File: src/rtl/rgpc_pkg.sv
`timescale 1ns/1ps
package rgpc_pkg;
  typedef enum logic [1:0] {
    GS_OFF  = 2'd0,
    GS_UP   = 2'd1,
    GS_ON   = 2'd2,
    GS_DOWN = 2'd3
  } grp_state_e;

  localparam logic [7:0] PWR_WORD_OFS = 8'h24;

  // Group intends to be off (bit 2)
  function automatic logic grp_target_off(grp_state_e s);
    return (s == GS_OFF) || (s == GS_DOWN);
  endfunction

  // Group has not reached the on state (bit 3)
  function automatic logic grp_is_off(grp_state_e s);
    return (s == GS_OFF) || (s == GS_UP);
  endfunction

  function automatic logic [31:0] pack_word(logic req_off, logic gate,
                                            logic tgt_off, logic act_off);
    return {28'd0, act_off, tgt_off, gate, req_off};
  endfunction
endpackage

File: src/rtl/rgpc_frame_slot.sv
`timescale 1ns/1ps
module rgpc_frame_slot
  import rgpc_pkg::*;
(
  input  logic       clk,
  input  logic       rst_n,
  input  logic       wr_hit,
  input  logic       wr_pd,
  input  logic       wr_gate,
  input  grp_state_e grp_st,
  output logic       pd_req,
  output logic       gate,
  output logic       pend_vld
);
  logic pend_val;
  logic wr_direct, wr_queue, pend_apply;

  assign wr_direct  = wr_hit && ((grp_st == GS_OFF) || (grp_st == GS_ON));
  assign wr_queue   = wr_hit && (grp_st == GS_UP);
  assign pend_apply = pend_vld && (grp_st == GS_ON);

  always_ff @(posedge clk or negedge rst_n) begin
    if (!rst_n) begin
      pd_req   <= 1'b1;
      gate     <= 1'b0;
      pend_vld <= 1'b0;
      pend_val <= 1'b1;
    end else begin
      if (wr_hit) gate <= wr_gate;
      if (wr_direct) begin
        pd_req   <= wr_pd;
        pend_vld <= 1'b0;
      end else if (wr_queue) begin
        pend_vld <= 1'b1;
        pend_val <= wr_pd;
      end else if (pend_apply) begin
        pd_req   <= pend_val;
        pend_vld <= 1'b0;
      end
    end
  end

  // a request write during power-down leaves the stored request alone
  a_r8_down_write_ignored: assert property (@(posedge clk) disable iff (!rst_n)
    (wr_hit && grp_st == GS_DOWN) |=> $stable(pd_req));

  // a write during power-up does not reach the stored request at once
  a_r9_up_write_held: assert property (@(posedge clk) disable iff (!rst_n)
    (wr_hit && grp_st == GS_UP) |=> $stable(pd_req));
endmodule

File: src/rtl/rgpc_group_seq.sv
`timescale 1ns/1ps
module rgpc_group_seq
  import rgpc_pkg::*;
(
  input  logic       clk,
  input  logic       rst_n,
  input  logic       all_off,
  input  logic       any_pend,
  input  logic       sw_ack,
  input  logic       abort_req,
  output logic       sw_req,
  output grp_state_e st
);
  grp_state_e st_nxt;
  logic       all_off_q;
  logic       last_off_evt;

  // a fresh transition of the last on frame to off
  assign last_off_evt = all_off && !all_off_q && !any_pend;

  always_comb begin
    st_nxt = st;
    unique case (st)
      GS_OFF:  if (!all_off)     st_nxt = GS_UP;
      GS_UP:   if (sw_ack)       st_nxt = GS_ON;
      GS_ON:   if (last_off_evt) st_nxt = GS_DOWN;
      GS_DOWN: if (abort_req)    st_nxt = GS_ON;
               else if (!sw_ack) st_nxt = GS_OFF;
      default:                   st_nxt = GS_OFF;
    endcase
  end

  always_ff @(posedge clk or negedge rst_n) begin
    if (!rst_n) begin
      st        <= GS_OFF;
      all_off_q <= 1'b1;
    end else begin
      st        <= st_nxt;
      all_off_q <= all_off;
    end
  end

  assign sw_req = (st == GS_UP) || (st == GS_ON);

  // power-up holds until the switch acknowledges
  a_r3_up_waits_ack: assert property (@(posedge clk) disable iff (!rst_n)
    (st == GS_UP && !sw_ack) |=> (st == GS_UP));

  // power-down completes once the switch reports off
  a_r6_down_completes: assert property (@(posedge clk) disable iff (!rst_n)
    (st == GS_DOWN && !sw_ack && !abort_req) |=> (st == GS_OFF));

  // an abort returns the group to on with the request raised
  a_r7_abort_to_on: assert property (@(posedge clk) disable iff (!rst_n)
    (st == GS_DOWN && abort_req) |=> (st == GS_ON && sw_req));

  // after an abort the group does not re-enter power-down by itself
  a_r7_no_rearm: assert property (@(posedge clk) disable iff (!rst_n)
    (st == GS_ON && all_off && $past(all_off)) |=> (st == GS_ON));
endmodule

File: src/rtl/rdist_grp_pwr_ctrl.sv
`timescale 1ns/1ps
module rdist_grp_pwr_ctrl
  import rgpc_pkg::*;
#(
  parameter int NUM_GROUPS       = 2,
  parameter int FRAMES_PER_GROUP = 2,
  parameter int SPAN_LOG2        = 8,
  localparam int NUM_FRAMES      = NUM_GROUPS * FRAMES_PER_GROUP,
  localparam int IDX_W           = (NUM_FRAMES > 1) ? $clog2(NUM_FRAMES) : 1,
  localparam int ADDR_W          = IDX_W + SPAN_LOG2
) (
  input  logic                  clk,
  input  logic                  rst_n,
  input  logic [ADDR_W-1:0]     reg_addr,
  input  logic                  reg_wr_en,
  input  logic [31:0]           reg_wdata,
  output logic [31:0]           reg_rdata,
  output logic [NUM_GROUPS-1:0] sw_req,
  input  logic [NUM_GROUPS-1:0] sw_ack,
  input  logic [NUM_GROUPS-1:0] grp_abort
);
  logic [IDX_W-1:0]      frame_idx;
  logic                  ofs_match;
  logic                  reg_hit;
  logic [NUM_FRAMES-1:0] fr_pd, fr_gate, fr_pend;
  logic [NUM_GROUPS-1:0] grp_tgt, grp_off;
  grp_state_e            grp_st [NUM_GROUPS];

  assign frame_idx = reg_addr[ADDR_W-1:SPAN_LOG2];
  assign ofs_match = (reg_addr[SPAN_LOG2-1:0] == SPAN_LOG2'(PWR_WORD_OFS));
  assign reg_hit   = ofs_match && (int'(frame_idx) < NUM_FRAMES);

  for (genvar f = 0; f < NUM_FRAMES; f++) begin : g_frame
    rgpc_frame_slot u_slot (
      .clk      (clk),
      .rst_n    (rst_n),
      .wr_hit   (reg_wr_en && reg_hit && (int'(frame_idx) == f)),
      .wr_pd    (reg_wdata[0]),
      .wr_gate  (reg_wdata[1]),
      .grp_st   (grp_st[f / FRAMES_PER_GROUP]),
      .pd_req   (fr_pd[f]),
      .gate     (fr_gate[f]),
      .pend_vld (fr_pend[f])
    );
  end

  for (genvar g = 0; g < NUM_GROUPS; g++) begin : g_group
    rgpc_group_seq u_seq (
      .clk       (clk),
      .rst_n     (rst_n),
      .all_off   (&fr_pd[g*FRAMES_PER_GROUP +: FRAMES_PER_GROUP]),
      .any_pend  (|fr_pend[g*FRAMES_PER_GROUP +: FRAMES_PER_GROUP]),
      .sw_ack    (sw_ack[g]),
      .abort_req (grp_abort[g]),
      .sw_req    (sw_req[g]),
      .st        (grp_st[g])
    );
    assign grp_tgt[g] = grp_target_off(grp_st[g]);
    assign grp_off[g] = grp_is_off(grp_st[g]);

    // the group only heads off when every one of its frames requests off
    a_r5_last_frame_off: assert property (@(posedge clk) disable iff (!rst_n)
      $rose(grp_tgt[g]) |-> (&fr_pd[g*FRAMES_PER_GROUP +: FRAMES_PER_GROUP]));
  end

  always_comb begin
    reg_rdata = 32'd0;
    for (int f = 0; f < NUM_FRAMES; f++) begin
      if (reg_hit && (int'(frame_idx) == f)) begin
        reg_rdata = pack_word(fr_pd[f] | grp_off[f / FRAMES_PER_GROUP],
                              fr_gate[f],
                              grp_tgt[f / FRAMES_PER_GROUP],
                              grp_off[f / FRAMES_PER_GROUP]);
      end
    end
  end

  // a frame never reads as on while its group is not on
  a_r4_frame_on_needs_group: assert property (@(posedge clk) disable iff (!rst_n)
    (reg_hit && !reg_rdata[0]) |-> !reg_rdata[3]);
endmodule

File: config.mk
export PLATFORM = sky130hd
export DESIGN_NAME = rdist_grp_pwr_ctrl
export DESIGN_NICKNAME = d
export VERILOG_FILES = /design/src/rtl/rgpc_pkg.sv /design/src/rtl/rgpc_frame_slot.sv /design/src/rtl/rgpc_group_seq.sv /design/src/rtl/rdist_grp_pwr_ctrl.sv
export SDC_FILE = /design/constraint.sdc
export NUM_CORES = 1
export LEC_CHECK = 0
export BUFFER_PORTS_ARGS = -buffer_cell sky130_fd_sc_hd__buf_2
export CAP_MARGIN = 20
export CORE_ASPECT_RATIO = 1.2
export CORE_MARGIN = 8
export CORE_UTILIZATION = 40
export CTS_CLUSTER_DIAMETER = 30
export CTS_CLUSTER_SIZE = 20
export DETAILED_ROUTE_END_ITERATION = 10
export PLACE_DENSITY = 0.72
export REMOVE_ABC_BUFFERS = 1
export SYNTH_ARGS = -nofsm -noshare
export SYNTH_HDL_FRONTEND = slang
export SYNTH_SLANG_ARGS = --single-unit
File: constraint.sdc
create_clock -name clk -period 2.1 [get_ports clk]
set_input_delay 0.315 -clock clk [delete_from_list [all_inputs] [get_ports clk]]
set_output_delay 0.315 -clock clk [all_outputs]
set_load 0.05 [all_outputs]
==> impl_metrics.env <==
export IMPL_grt_pass1_vias=1050
export IMPL_grt_max_degree=23
export IMPL_overflow=0
export IMPL_hp_class="in -> async"
export IMPL_drtIter0Drc=46
export IMPL_diodes=0
export IMPL_drc=0
export IMPL_p_per_area_nw_per_um2=944
export IMPL_clock_sinks=22
export IMPL_h_tree_depth=1
export IMPL_start_util_pct=41.5
export IMPL_end_kind="output port"
export IMPL_syn_inst=161
export IMPL_grt_usage_pct=9.45
export IMPL_cts_tree="built"
export IMPL_dieWidth_um=74.2
export IMPL_insertion_delay_ps=260
export IMPL_vias_per_cell=4.79
export IMPL_max_freq_mhz=491
export IMPL_arrival_ps=1720
export IMPL_syn_area_um2=1620
export IMPL_path_max_fanout=4
export IMPL_hold_viol_final=0
export IMPL_cts_root_buf="clkbuf_8"
export IMPL_async_reset_ff_share_pct=100
export IMPL_nets=242
export IMPL_worstPathRequired_ps=1780
export IMPL_finClkSkew_ps=0.794
export IMPL_holdWs_ps=1.92
export IMPL_path_class="reg -> out"
export IMPL_seq_area_frac_synth_pct=34.7
export IMPL_dp_cells=233
export IMPL_mostFrequentLayoutCells="conb_1, buf_2, mux2_2"
export IMPL_cts_setup_buffers=0
export IMPL_fp_row_count=25
export IMPL_grt_pass1_wl_um=4760
export IMPL_finish_utilization_pct=44.9
export IMPL_instances_no_fill=236
export IMPL_synth_edff_count=0
export IMPL_syn_to_final_growth_pct=8.01
export IMPL_final_common_cell="conb_1"
export IMPL_ys_warnings_count=0
export IMPL_cts_buffers=3
export IMPL_synth_seq_cells=22
export IMPL_outcome="completed"
export IMPL_vias=1131
export IMPL_period_share_pct=96.9
export IMPL_cts_buffer_depth=2
export IMPL_wirelength_um=3090
export IMPL_postRouteAntennaNets=0
export IMPL_hold_buffers=0
export IMPL_place_gp_congestion=0.831
export IMPL_clkTransAtPathRegs_ps=70
export IMPL_core_area_um2=3910
export IMPL_ir_drop_mv=0.361
export IMPL_maxCapViolations=0
export IMPL_synth_top_flop_cell="dfrtp_1"
export IMPL_synth_cell_types=37
export IMPL_setup_worst_path_start_class="flop"
export IMPL_wl_per_cell_um=13.1
export IMPL_die_height_um=85.8
export IMPL_boundaryPins=83
export IMPL_io_buffers=24
export IMPL_setup_viol=0
export IMPL_dieArea_um2=6360
export IMPL_drv_slew=0
export IMPL_fin_crit_ps=2040
export IMPL_synth_avg_cell_area_um2=10.1
export IMPL_leakage_nw=0.794
export IMPL_drtPass1Iterations=4
export IMPL_grt_antenna_before_repair=0
export IMPL_drive_gt1_share_pct=37.4
export IMPL_place_hpwl_um=2560
-- worst paths after layout --
path                                   startpoint                          to  slack [ps]  cells after the start
setup / recovery           g_group[1].u_seq.st[1]                reg_rdata[0]          60                      6
hold reg to reg            g_frame[2].u_slot.gate      g_frame[2].u_slot.gate         510                      1
setup reg to reg           g_group[1].u_seq.st[0]  g_frame[3].u_slot.pend_val         310                      6
hold / removal                              rst_n      g_group[1].u_seq.st[1]           2                      1
min in group clk                     reg_wdata[1]      g_frame[3].u_slot.gate         330                      2
max in group asynchronous                   rst_n  g_group[0].u_seq.all_off_q        1750                      1
-- cell type report --
class,instances,area (µm²)
well taps,54,67.6
flip-flops and latches,22,563
repair buffers,25,139
fillers,380,2160
clock buffers,3,41.3
inverters,11,41.3
multi-input cells,121,902
-- report_power, final --
part / internal, mW / switching [mW] / leakage [nW]
clock network: 0.128 / 0.131 / 0.0216
logic: 0.288 / 0.595 / 0.509
registers: 0.471 / 0.0443 / 0.263
-- worst max-delay path, stage by stage (launching register included) --
cell and delay [ps]:
dfrtp_1 420, inv_2 110, ha_2 220, nor2_1 70
a31o_2 220, a21oi_1 170, buf_4 230
-- cell families after synthesis --
group | share of synthesized area, %
simple gates | 17.3
other cells | 0.231
fa+ha+maj | 6.93
buf+inv | 17.6
mux | 13.7
compound gates | 9.55
flops | 34.7
-- through the flow --
stage	setup TNS, ps	total power [mW]	cell area, µm²	setup WS, ps
detailed placement	0	1.35	1680	138
floorplan	-768	1.18	1480	-549
CTS	0	1.61	1730	9.80
global route	-2.40	1.75	1750	-1.54
finish	0	1.66	1750	64.6
global placement	0	1.34	1680	187
-- per-layer routing --
| layer | vias to the layer above | global-route usage (%) | wire length, µm | part of all wire (%) |
|---|---|---|---|---|
| li1 | 554 | - | - | - |
| met1 | 526 | 11.1 | 1270 | 41 |
| met2 | 46 | 15.3 | 1400 | 45 |
| met3 | 5 | 2.22 | 352 | 11 |
| met4 | 0 | 4.92 | 63 | 2.0 |
| met5 | - | 0 | 0 | 0 |
-- cell usage after synthesis (4+ instances only) --
cell type	n	area, µm²
a221oi_1	4	35.0
dfrtp_1	12	300
nand2_1	10	37.5
mux2_2	16	180
nor3_1	9	45.0
inv_1	11	41.3
buf_4	31	233
ha_1	9	113
nor2_1	6	22.5
dfstp_2	10	263
-- sequential cells by signal (all words and copies together) (netlist names) --
name                     flops
g_frame.u_slot.gate          4
g_frame.u_slot.pend_vld      4
g_frame.u_slot.pend_val      4
g_group.u_seq.st             4
g_frame.u_slot.pd_req        4
g_group.u_seq.all_off_q      2
-- timing repair --
action	in CTS	in global routing
resized for setup	3	9
hold endpoints to repair	0	0
cloned	0	0
setup endpoints to repair	2	3
No activity file was read; power rests on OpenSTA's default activity.
